File: src/rtl/spi_evt_irq.sv
module spi_evt_irq #(
  parameter int W = 8
) (
  input  logic         clk,
  input  logic         rst_n,
  input  logic         wr_en,
  input  logic         wr_sel,
  input  logic [W-1:0] wr_data,
  input  logic         rd_sel,
  output logic [W-1:0] rd_data,
  input  logic         master_mode,
  input  logic         sel_n,
  input  logic         ev_txe,
  input  logic         ev_busy,
  input  logic         ev_txb,
  input  logic         ev_rxb,
  output logic         irq
);
  localparam int B_MME = 5;
  localparam int B_TXE = 4;
  localparam int B_BSY = 2;
  localparam int B_TXB = 1;
  localparam int B_RXB = 0;
  localparam logic [W-1:0] IMPL = W'((1 << B_MME) | (1 << B_TXE) | (1 << B_BSY)
                                    | (1 << B_TXB) | (1 << B_RXB));

  logic [W-1:0] ev_q, mask_q, ev_set, ev_clr;
  logic         mme_hit;

  assign mme_hit = master_mode & ~sel_n;

  always_comb begin
    ev_set        = '0;
    ev_set[B_MME] = mme_hit;
    ev_set[B_TXE] = ev_txe;
    ev_set[B_BSY] = ev_busy;
    ev_set[B_TXB] = ev_txb;
    ev_set[B_RXB] = ev_rxb;
  end

  assign ev_clr = (wr_en && !wr_sel) ? wr_data : '0;

  always_ff @(posedge clk or negedge rst_n) begin
    if (!rst_n) begin
      ev_q   <= '0;
      mask_q <= '0;
    end else begin
      ev_q <= ((ev_q & ~ev_clr) | ev_set) & IMPL;
      if (wr_en && wr_sel) mask_q <= wr_data & IMPL;
    end
  end

  assign rd_data = rd_sel ? mask_q : ev_q;
  assign irq     = |(ev_q & mask_q);
endmodule

File: config.mk
export PLATFORM = sky130hd
export DESIGN_NAME = spi_evt_irq
export DESIGN_NICKNAME = d
export VERILOG_FILES = /design/src/rtl/spi_evt_irq.sv
export SDC_FILE = /design/constraint.sdc
export NUM_CORES = 1
export LEC_CHECK = 0
export BUFFER_PORTS_ARGS = -buffer_cell sky130_fd_sc_hd__buf_2
export CAP_MARGIN = 5
export CORE_MARGIN = 10
export CORE_UTILIZATION = 37
export CTS_CLUSTER_SIZE = 10
export DETAILED_ROUTE_END_ITERATION = 10
export GPL_TIMING_DRIVEN = 0
export PLACE_DENSITY = 0.71
export SLEW_MARGIN = 30
export SYNTH_ARGS = -nofsm -noshare
export SYNTH_HDL_FRONTEND = slang
export SYNTH_SLANG_ARGS = --single-unit
File: constraint.sdc
create_clock -name clk -period 0.9 [get_ports clk]
set_clock_uncertainty 0.1 [all_clocks]
set_input_delay 0.09 -clock clk [delete_from_list [all_inputs] [get_ports clk]]
set_output_delay 0.09 -clock clk [all_outputs]
set_load 0.02 [all_outputs]
==> flow_summary_export.csv, run 1 <==
group,metric,value,unit
sta,achievable-frequency,668,MHz
hold_path,min_path_cells,2,
logic_synthesis,synth_edf_count,0,
sta,finalCritPeriodShare,1.66,
route,post-route-drc-count,0,
clock_tree,tritoncts,"yes",
sta,grt_setup_unrepaired,"true",
logic_synthesis,yosys.area.top_type_share,0.481,
logic_synthesis,synth_ff_type,"sky130_fd_sc_hd__dfrtp_1",
logic_synthesis,synthCells,39,
floorplan,core.rowCount,13,
logic_synthesis,synth_sequential_area_ratio,0.481,
grt,grt-ovfl-total,0,
grt,track_usage,0.0968,
power,power_density,1520,nW/um^2
grt,antenna_found_initial,0,
setup_path,cp_max_fo,3,
clock_tree,cts_sinks,10,
route,drt_first_pass_iters,6,
setup_path,rr_startpoint,"mask_q[4]",
grt,grt_max_degree,11,
logic_synthesis,post_synth_instance_area,520,sq um
power,total_power,1.28,mW
setup_path,critical_path.startpoint_type,"flop",
floorplan,die_height,57.5,microns
route,antenna_violating_nets_post_route,0,
setup_path,worst_case_reg_to_reg_path_depth,2,
floorplan,core_area,1320,sq um
logic_synthesis,post-synth-top-count-cell,"sky130_fd_sc_hd__dfrtp_1",
setup_path,worst-endpoint-arrival,1.31,ns
sta,setup-violations-final,8,
placed_design,port_buffers,21,
clock_tree,ctsHoldBuffers,6,
logic_synthesis,postSynthRegisterBits,10,
logic_synthesis,synth.largest_area_cell,"sky130_fd_sc_hd__dfrtp_1",
route,routed_wirelength_normalized_by_instance_count,17.6,microns
clock_tree,cts_made_buffers,3,
route,drt_iter0_markers,4,
clock_tree,ctsRootBufferMaster,"sky130_fd_sc_hd__clkbuf_4",
layout,area_growth_syn_to_layout,61.3,%
grt,grt_first_pass_wirelength,2.59,mm
clock_tree,path_clk_slew,0.06,ns
placed_design,detailed_place_hpwl,1.03,mm
route,totalWireLength,1.62,mm
logic_synthesis,synth-async-reset-ratio,1.00,
power,leakagePower,0.420,nW
logic_synthesis,synth_top_cells_by_count,"sky130_fd_sc_hd__dfrtp_1 (10), sky130_fd_sc_hd__mux2_2 (5), sky130_fd_sc_hd__mux2_4 (5), sky130_fd_sc_hd__nand3b_1 (5), sky130_fd_sc_hd__a21o_1 (4)",
logic_synthesis,synth_cell_types,13,
outcome,status,"finished, violations left",
sta,post_route_hold_slack,-0.0268,ns
sta,number_of_hold_violations_in_the_final_report,5,
outcome,violations_in_the_final_reports,"hold timing, setup timing",
logic_synthesis,netlist_top_cells_area,"sky130_fd_sc_hd__dfrtp_1 (48%), sky130_fd_sc_hd__mux2_4 (14%), sky130_fd_sc_hd__mux2_2 (11%)",
sta,finalWorstSetupSlack,-0.597,ns
logic_synthesis,synth-warning-count,0,
setup_path,r2r_end,"mask_q[4]",
hold_path,min-delay-start,"wr_data[1]",
floorplan,ios,28,
run,maxCapViolations,0,
sta,maxSlewViolCount,0,
hold_path,hold_end,"mask_q[1]",
placed_design,finalWeightedCongestion,0.738,
floorplan,floorplan.initialDensity,0.395,
layout,final_layout_size_suffix_gt1_frac,0.571,
layout,antenna_cells,0,
hold_path,timing.hold.worst.class,"in2reg",
clock_tree,htree_num_levels,1,
clock_tree,clock_tree.buffer_depth,2,
layout,fill_cells,112,
setup_path,reg2reg_slack,-0.11,ns
floorplan,die_span_x,57.5,microns
floorplan,dieArea,3310,sq um
setup_path,cp.required,0.71,ns
layout,final_nets,98,
power,vdd_ir_drop_max,1.00,mV
logic_synthesis,synthesis.area_per_instance,13.3,sq um
grt,number_of_global_route_vias_before_repair,549,
route,detailroute.via_count,472,
sta,min_period,1.50,ns
setup_path,worst_setup_path_end_kind,"output pin",
clock_tree,clock_insertion_delay_worst_skew,0.26,ns
route,detail_route.vias_per_cell,5.13,
setup_path,path_class,"reg2out",
==> worst max-delay path, stage by stage (launching register included) <==
cell	delay [ns]
sky130_fd_sc_hd__dfrtp_1	0.41
sky130_fd_sc_hd__a222oi_1	0.36
sky130_fd_sc_hd__nand2_1	0.11
sky130_fd_sc_hd__buf_2	0.17
==> state kept, by name, indices dropped and copies added, names as in the netlist <==
register,cells
ev_q,5
mask_q,5
==> power breakdown <==
group	total, mW	internal [mW]	leakage [nW]	switching (mW)
logic	0.426	0.260	0.299	0.166
clock network	0.306	0.155	0.0138	0.152
registers	0.543	0.497	0.107	0.0459
total	1.28	0.912	0.420	0.363
==> kinds of logic (layout without fill, tap and decap cells) <==
kind of cell / Yosys count / in the layout / synth area share
and+or+nand+nor: 7 / 7 / 0.101
muxes: 10 / 10 / 0.252
other: 1 / 3 / 0.00720
buffers and inverters: 4 / 40 / 0.0505
AOI/OAI and AO/OA: 7 / 7 / 0.108
DFF: 10 / 10 / 0.481
==> worst max path at each step <==
stage	startpoint	end	slack, ns	depth (start not counted)
2_1_floorplan	mask_q[0]	irq	-0.16	2
3_3_place_gp	mask_q[0]	irq	-0.28	3
3_5_place_dp	mask_q[0]	irq	-0.26	3
4_1_cts	mask_q[0]	irq	-0.56	3
5_1_grt	mask_q[0]	irq	-0.69	3
6_report	mask_q[0]	irq	-0.60	3
==> through the flow <==
stage / worst slack, ns / setup TNS [ns] / utilization / instance area, sq um / cells
3_5_place_dp: -0.256 / -0.724 / 0.495 / 652 / 77
5_1_grt: -0.688 / -3.33 / 0.637 / 840 / 92
4_1_cts: -0.556 / -2.77 / 0.610 / 803 / 90
2_1_floorplan: -0.156 / -0.156 / - / 528 / 41
3_3_place_gp: -0.283 / -0.698 / 0.495 / 652 / 77
6_report: -0.597 / -3.00 / 0.637 / 840 / 92
==> routing by layer <==
layer	vias up	wire, microns	global-route usage
li1	214	-	-
met1	228	628	0.109
met2	26	823	0.153
met3	4	148	0.0442
met4	0	21	0.0403
met5	-	0	0
==> what timing repair did <==
| action | 4_1_cts | 5_1_grt |
|---|---|---|
| gates resized for setup | 12 | 5 |
| pin swaps | 1 | 2 |
| buffers inserted | 4 | 4 |
| endpoints found under the hold margin | 20 | 5 |
| endpoints found under the setup margin | 6 | 12 |
==> cell type report <==
cell class                      instances  area (sq um)  share of cell area
Sequential cell                        10           250               0.298
Buffer                                  3          22.5              0.0268
Tap cell                               15          18.8              0.0224
Inverter                                1          3.75             0.00447
Timing Repair Buffer                   33           255               0.304
Multi-Input combinational cell         27           267               0.317
Clock buffer                            3          22.5              0.0268
==> layout by cell type, fill, tap and decap left out, drive strengths merged <==
master       instances
a21o                 4
a222oi               1
a22o                 1
a22oi                1
buf                 30
clkbuf               3
conb                 3
dfrtp               10
dlygate4sd3          6
inv                  1
mux2                10
nand2                2
nand3b               5
No activity file was read; power rests on OpenSTA's default activity.
==> run 2: changes to the inputs <==
CORE_MARGIN = unset   (was 10)
==> run 2 against run 1 <==
Via count shrank 11%. Hold slack better by 0.0022 ns. Highest routed layer unchanged. Global-route usage grew 6.7 points. Setup slack better by 0.086 ns. The flow still finishes with violations (hold timing, setup timing). Clock-buffer cell count stayed put. Final cell count shrank 2.2%. Flip-flop and latch count unchanged. Non-clock buffer count fell by 2. Critical path depth unchanged. Critical endpoint unchanged.
==> flow_summary_export.csv, run 2 (synthesized netlist as in run 1, its figures left out) <==
group,metric,value,unit
setup_path,worst-endpoint-arrival,1.22,ns
grt,antenna_found_initial,0,
setup_path,worst_case_reg_to_reg_path_depth,2,
sta,maxSlewViolCount,0,
run,maxCapViolations,0,
floorplan,dieArea,1560,sq um
grt,number_of_global_route_vias_before_repair,400,
layout,design_area,803,sq um
outcome,violations_in_the_final_reports,"hold timing, setup timing",
setup_path,worst_setup_path_end_kind,"output pin",
layout,final_nets,96,
setup_path,critical_path.startpoint_type,"flop",
layout,top_library_cells_by_usage_in_the_layout_fill_and_taps_aside,"sky130_fd_sc_hd__buf_2 (16), sky130_fd_sc_hd__dfrtp_1 (10), sky130_fd_sc_hd__mux2_4 (7), sky130_fd_sc_hd__buf_4 (7), sky130_fd_sc_hd__dlygate4sd3_1 (6)",
setup_path,path_class,"reg2out",
route,post-route-drc-count,0,
setup_path,r2r_end,"ev_q[5]",
setup_path,reg2reg_slack,-0.02,ns
power,internal-power,877,uW
layout,layoutNonFillerInstCount,90,
layout,area_growth_syn_to_layout,54.3,%
clock_tree,tritoncts,"yes",
route,routed_wirelength_normalized_by_instance_count,11.7,microns
floorplan,floorplan.initialDensity,0.400,
power,power_density,1500,nW/um^2
setup_path,cp_max_fo,3,
clock_tree,ctsHoldBuffers,6,
setup_path,worst_setup_path_startpoint,"mask_q[0]",
setup_path,crit_path_end,"irq",
route,drt_iter0_markers,4,
clock_tree,cts_sinks,10,
outcome,status,"finished, violations left",
placed_design,dp.cells,77,
sta,finalWorstSetupSlack,-0.511,ns
layout,antenna_cells,0,
grt,track_usage,0.164,
layout,finish.utilization,0.617,
hold_path,timing.hold.worst.class,"in2reg",
sta,grt_setup_unrepaired,"true",
clock_tree,clock_tree.buffer_depth,2,
clock_tree,path_clk_slew,0.06,ns
route,drt_first_pass_iters,4,
floorplan,die_height,39.5,microns
floorplan,core_area,1300,sq um
route,antenna_violating_nets_post_route,0,
layout,top_regs,"ev_q x5, mask_q x5",
power,vdd_ir_drop_max,1.27,mV
layout,mostFrequentLayoutCell,"sky130_fd_sc_hd__buf_2",
power,leakagePower,0.395,nW
sta,number_of_hold_violations_in_the_final_report,5,
route,totalWireLength,1.05,mm
power,clockPowerShare,0.247,
placed_design,finalWeightedCongestion,0.705,
placed_design,detailed_place_hpwl,745,microns
floorplan,core.rowCount,13,
setup_path,rr_startpoint,"ev_q[5]",
layout,final_layout_size_suffix_gt1_frac,0.560,
hold_path,min-delay-start,"wr_data[1]",
route,detailroute.via_count,422,
route,detail_route.vias_per_cell,4.69,
clock_tree,clock_insertion_delay_worst_skew,0.26,ns
sta,post_route_hold_slack,-0.0245,ns
floorplan,die_span_x,39.5,microns
placed_design,postPlaceCellArea,652,sq um
clock_tree,ctsRootBufferMaster,"sky130_fd_sc_hd__clkbuf_4",
power,p_seq_frac,0.444,
sta,setup-violations-final,7,
layout,fill_cells,116,
power,sw_frac_of_total,0.270,
sta,achievable-frequency,708,MHz
clock_tree,cts_made_buffers,3,
sta,finalCritPeriodShare,1.57,
power,net-switching-power,325,uW
power,power_frac_comb,0.309,
grt,grt_first_pass_wirelength,1.61,mm
grt,grt-ovfl-total,0,
placed_design,port_buffers,21,
floorplan,ios,28,
clock_tree,htree_num_levels,1,
sta,min_period,1.41,ns
setup_path,cp.required,0.71,ns
grt,grt_max_degree,11,
==> run 2: cell types whose count changed in the layout (fill, tap and decap cells not counted), sizes merged <==
cell and delta:
buf -2
==> run 2: stage by stage <==
step	worst slack, ns	power, mW	setup TNS [ns]	hold WS [ns]
2_1_floorplan	-0.156	0.724	-0.156	-0.306
3_3_place_gp	-0.269	0.822	-0.695	-0.142
3_5_place_dp	-0.294	0.825	-0.709	-0.140
4_1_cts	-0.565	1.18	-2.46	-0.0250
5_1_grt	-0.568	1.26	-2.61	-0.0201
6_report	-0.511	1.20	-2.40	-0.0245
==> run 2: final cells by class <==
class                      instances  area (sq um)  area share
tap                               15          18.8      0.0234
timing repair buffer              31           226       0.282
sequential                        10           250       0.312
inverter                           1          3.75     0.00467
multi-input combinational         27           259       0.322
buffer                             3          22.5      0.0280
clock buffer                       3          22.5      0.0280
==> run 2: worst min-delay path by stage <==
| stage | end | slack (ns) | cells after the start |
|---|---|---|---|
| global placement | ev_q[2] | -0.14 | 1 |
| floorplan | ev_q[0] | -0.31 | 0 |
| detailed placement | ev_q[2] | -0.14 | 1 |
| CTS | mask_q[1] | -0.02 | 2 |
| finish | mask_q[1] | -0.02 | 2 |
| global route | mask_q[2] | -0.02 | 2 |
==> run 2: worst max-delay path: stages (launching register included) <==
cell and delay (ns):
sky130_fd_sc_hd__dfrtp_1 0.39, sky130_fd_sc_hd__a222oi_1 0.31, sky130_fd_sc_hd__nand2_1 0.10, sky130_fd_sc_hd__buf_2 0.16
==> run 2: layer usage <==
metal	global-route usage	vias up	share of wire
li1	-	211	-
met1	0.186	189	0.47
met2	0.270	18	0.46
met3	0.0398	4	0.046
met4	0.103	0	0.022
met5	0	-	0
==> run 2: repair_timing <==
action | CTS | global route
pin swaps | 1 | 0
gates cloned | 0 | 0
buffers inserted | 3 | 1
setup endpoints to repair | 6 | 6
resized for setup | 8 | 4
endpoints found under the hold margin | 20 | 5
==> run 2: power by group through the flow <==
stage	registers [mW]	logic (mW)	clock network, mW
finish	0.534	0.371	0.296
global route	0.540	0.398	0.319
CTS	0.533	0.347	0.302
detailed placement	0.543	0.282	0
global placement	0.543	0.279	0
floorplan	0.531	0.192	0
==> run 3: changes to the inputs <==
--- a/config.mk
+++ b/config.mk
@@ -9,3 +9,4 @@
 export CAP_MARGIN = 5
-export CORE_UTILIZATION = 37
+export CORE_UTILIZATION = 40
+export CTS_BUF_LIST = sky130_fd_sc_hd__clkbuf_8
 export CTS_CLUSTER_SIZE = 10
@@ -13,3 +14,4 @@
 export GPL_TIMING_DRIVEN = 0
-export PLACE_DENSITY = 0.71
+export PLACE_DENSITY = 0.76
+export REMOVE_ABC_BUFFERS = 1
 export SLEW_MARGIN = 30
==> constraint.sdc (replaced) <==
create_clock -name clk -period 0.9 [get_ports clk]
set_clock_uncertainty 0.1 [all_clocks]
set_input_delay 0.18 -clock clk [delete_from_list [all_inputs] [get_ports clk]]
set_output_delay 0.18 -clock clk [all_outputs]
set_load 0.02 [all_outputs]
==> run 3 against run 2 <==
Largest cell class unchanged. Maximum frequency down 10%. Non-clock buffer count decreased by 5. Flip-flop and latch count unchanged. Total power increased by 27%. Clock-buffer cell count increased by 1. Register-to-register slack worse by 0.10 ns. Sequential share of layout area fell by 0.097 points. Global-route usage up 3.3 points. Sequential power up 2%. The flow finishes with violations (setup timing). Clock power up 96%. Critical path depth stayed put. Core utilization rose by 8.0 points. Critical path type unchanged.
==> flow_summary_export.csv, run 3 (synthesized netlist as in run 1, its figures left out) <==
group,metric,value,unit
route,drt_first_pass_iters,4,
floorplan,core_area,1160,sq um
route,drt_iter0_markers,7,
setup_path,critical_path.startpoint_type,"flop",
grt,grt-ovfl-total,0,
layout,mostFrequentLayoutCell,"sky130_fd_sc_hd__buf_2",
layout,top_regs,"ev_q x5, mask_q x5",
layout,multi_input_area,267,sq um
hold_path,timing.hold.worst.class,"in2reg",
clock_tree,clock_tree.buffer_depth,2,
floorplan,die_height,38.1,microns
route,detail_route.vias_per_cell,5.07,
setup_path,crit_path_end,"irq",
clock_tree,htree_num_levels,1,
route,antenna_violating_nets_post_route,0,
floorplan,ios,28,
setup_path,worst_setup_path_end_kind,"output pin",
clock_tree,clock_insertion_delay_worst_skew,0.24,ns
route,detailroute.via_count,431,
setup_path,worst_setup_path_startpoint,"mask_q[0]",
power,total_power,1.53,mW
grt,antenna_found_initial,0,
setup_path,timing.critical_path.depth,3,
sta,finalCritPeriodShare,1.75,
outcome,violations_in_the_final_reports,"setup timing",
sta,post_route_hold_slack,0.0154,ns
floorplan,dieArea,1450,sq um
sta,maxSlewViolCount,0,
route,post-route-drc-count,0,
setup_path,worst-endpoint-arrival,1.29,ns
clock_tree,path_clk_slew,0.05,ns
setup_path,cell_chain_critical_path,"a222oi_1 -> nand2_1 -> buf_4",
sta,achievable-frequency,636,MHz
setup_path,reg2reg_slack,-0.12,ns
layout,final_nets,91,
setup_path,path_class,"reg2out",
setup_path,cp_num_buf_inv,1,
setup_path,r2r_end,"mask_q[1]",
floorplan,floorplan.initialDensity,0.450,
power,leakagePower,0.404,nW
layout,regArea,250,sq um
run,maxCapViolations,0,
setup_path,peak_per_stage_delay_on_the_critical_path,0.40,ns
clock_tree,cts_made_buffers,3,
placed_design,place_ws,-0.363,ns
power,power_density,1900,nW/um^2
layout,layoutNonFillerInstCount,85,
placed_design,port_buffers,21,
setup_path,cp_max_fo,3,
power,vdd_ir_drop_max,1.23,mV
sta,setup-violations-final,12,
layout,finish.utilization,0.697,
placed_design,dp.cells,73,
setup_path,worst_case_reg_to_reg_path_depth,2,
layout,final_layout_size_suffix_gt1_frac,0.606,
layout,antenna_cells,0,
grt,track_usage,0.197,
clock_tree,tritoncts,"yes",
clock_tree,ctsRootBufferMaster,"sky130_fd_sc_hd__clkbuf_8",
floorplan,core.rowCount,12,
outcome,status,"finished, violations left",
sta,finalWorstSetupSlack,-0.673,ns
sta,number_of_hold_violations_in_the_final_report,0,
layout,area_growth_syn_to_layout,54.8,%
sta,min_period,1.57,ns
sta,grt_setup_unrepaired,"true",
clock_tree,cts_sinks,10,
setup_path,cp.required,0.62,ns
grt,number_of_global_route_vias_before_repair,416,
layout,top_library_cells_by_usage_in_the_layout_fill_and_taps_aside,"sky130_fd_sc_hd__buf_2 (15), sky130_fd_sc_hd__dfrtp_1 (10), sky130_fd_sc_hd__mux2_4 (9), sky130_fd_sc_hd__buf_6 (8)",
route,routed_wirelength_normalized_by_instance_count,15.5,microns
route,totalWireLength,1.32,mm
placed_design,finalWeightedCongestion,0.728,
setup_path,critical-path-slowest-cell,"sky130_fd_sc_hd__dfrtp_1",
grt,grt_max_degree,11,
grt,grt_first_pass_wirelength,1.86,mm
layout,fill_cells,87,
floorplan,die_span_x,38.1,microns
setup_path,critical_path.top_delay_family,"flip-flops",
setup_path,rr_startpoint,"mask_q[1]",
==> run 3: cell count changes in the layout (fill, tap and decap cells not counted) <==
| cell | previous run | this run |
|---|---|---|
| sky130_fd_sc_hd__dlygate4sd3_1 | 6 | 1 |
| sky130_fd_sc_hd__clkbuf_4 | 3 | 0 |
| sky130_fd_sc_hd__mux2_4 | 7 | 9 |
| sky130_fd_sc_hd__buf_2 | 16 | 15 |
| sky130_fd_sc_hd__clkbuf_8 | 0 | 4 |
| sky130_fd_sc_hd__mux2_2 | 3 | 1 |
| sky130_fd_sc_hd__buf_4 | 7 | 5 |
| sky130_fd_sc_hd__buf_6 | 5 | 8 |
==> run 3: per-layer routing <==
| layer | routed length [microns] | up-vias | track usage | share of wire |
|---|---|---|---|---|
| met5 | 0 | - | 0 | 0 |
| met4 | 5 | 0 | 0.0804 | 0.0038 |
| met3 | 66 | 2 | 0.0523 | 0.050 |
| met2 | 720 | 21 | 0.326 | 0.55 |
| met1 | 529 | 209 | 0.240 | 0.40 |
| li1 | - | 199 | - | - |
==> run 3: layout make-up <==
cell class / count / share of cell area
clock buffer: 4 / 0.0683
tap: 14 / 0.0217
inverter: 1 / 0.00466
sequential: 10 / 0.311
multi-input combinational: 27 / 0.331
timing repair buffer: 29 / 0.264
==> run 3: report_power, final <==
part / total [mW] / internal, mW / switching (mW)
Clock: 0.580 / 0.386 / 0.194
Combinational: 0.403 / 0.244 / 0.160
Sequential: 0.546 / 0.498 / 0.0477
Total: 1.53 / 1.13 / 0.401
==> run 3: worst min path at each step <==
stage | start | slack [ns] | to | depth (start not counted)
final | ev_txb | 0.02 | ev_q[1] | 2
after global routing | ev_txe | 0.02 | ev_q[4] | 2
after CTS | ev_rxb | 0.02 | ev_q[0] | 2
after detailed placement | rst_n | -0.04 | mask_q[5] | 1
after global placement | rst_n | -0.05 | mask_q[0] | 1
after floorplan | rst_n | -0.22 | ev_q[0] | 0
==> run 3: what timing repair did <==
item                                    CTS  global route
setup buffers                             4             5
pin swaps                                 1             1
endpoints found under the setup margin    6             8
endpoints found under the hold margin    10             0
cloned                                    0             0
hold buffers                              1             0
resized for setup                        14             5
==> run 3: per-stage QoR <==
step	area, sq um	TNS [ns]
4_1_cts	768	-3.02
3_3_place_gp	628	-1.79
3_5_place_dp	628	-1.82
6_report	806	-3.46
5_1_grt	806	-3.73
2_1_floorplan	505	-0.536
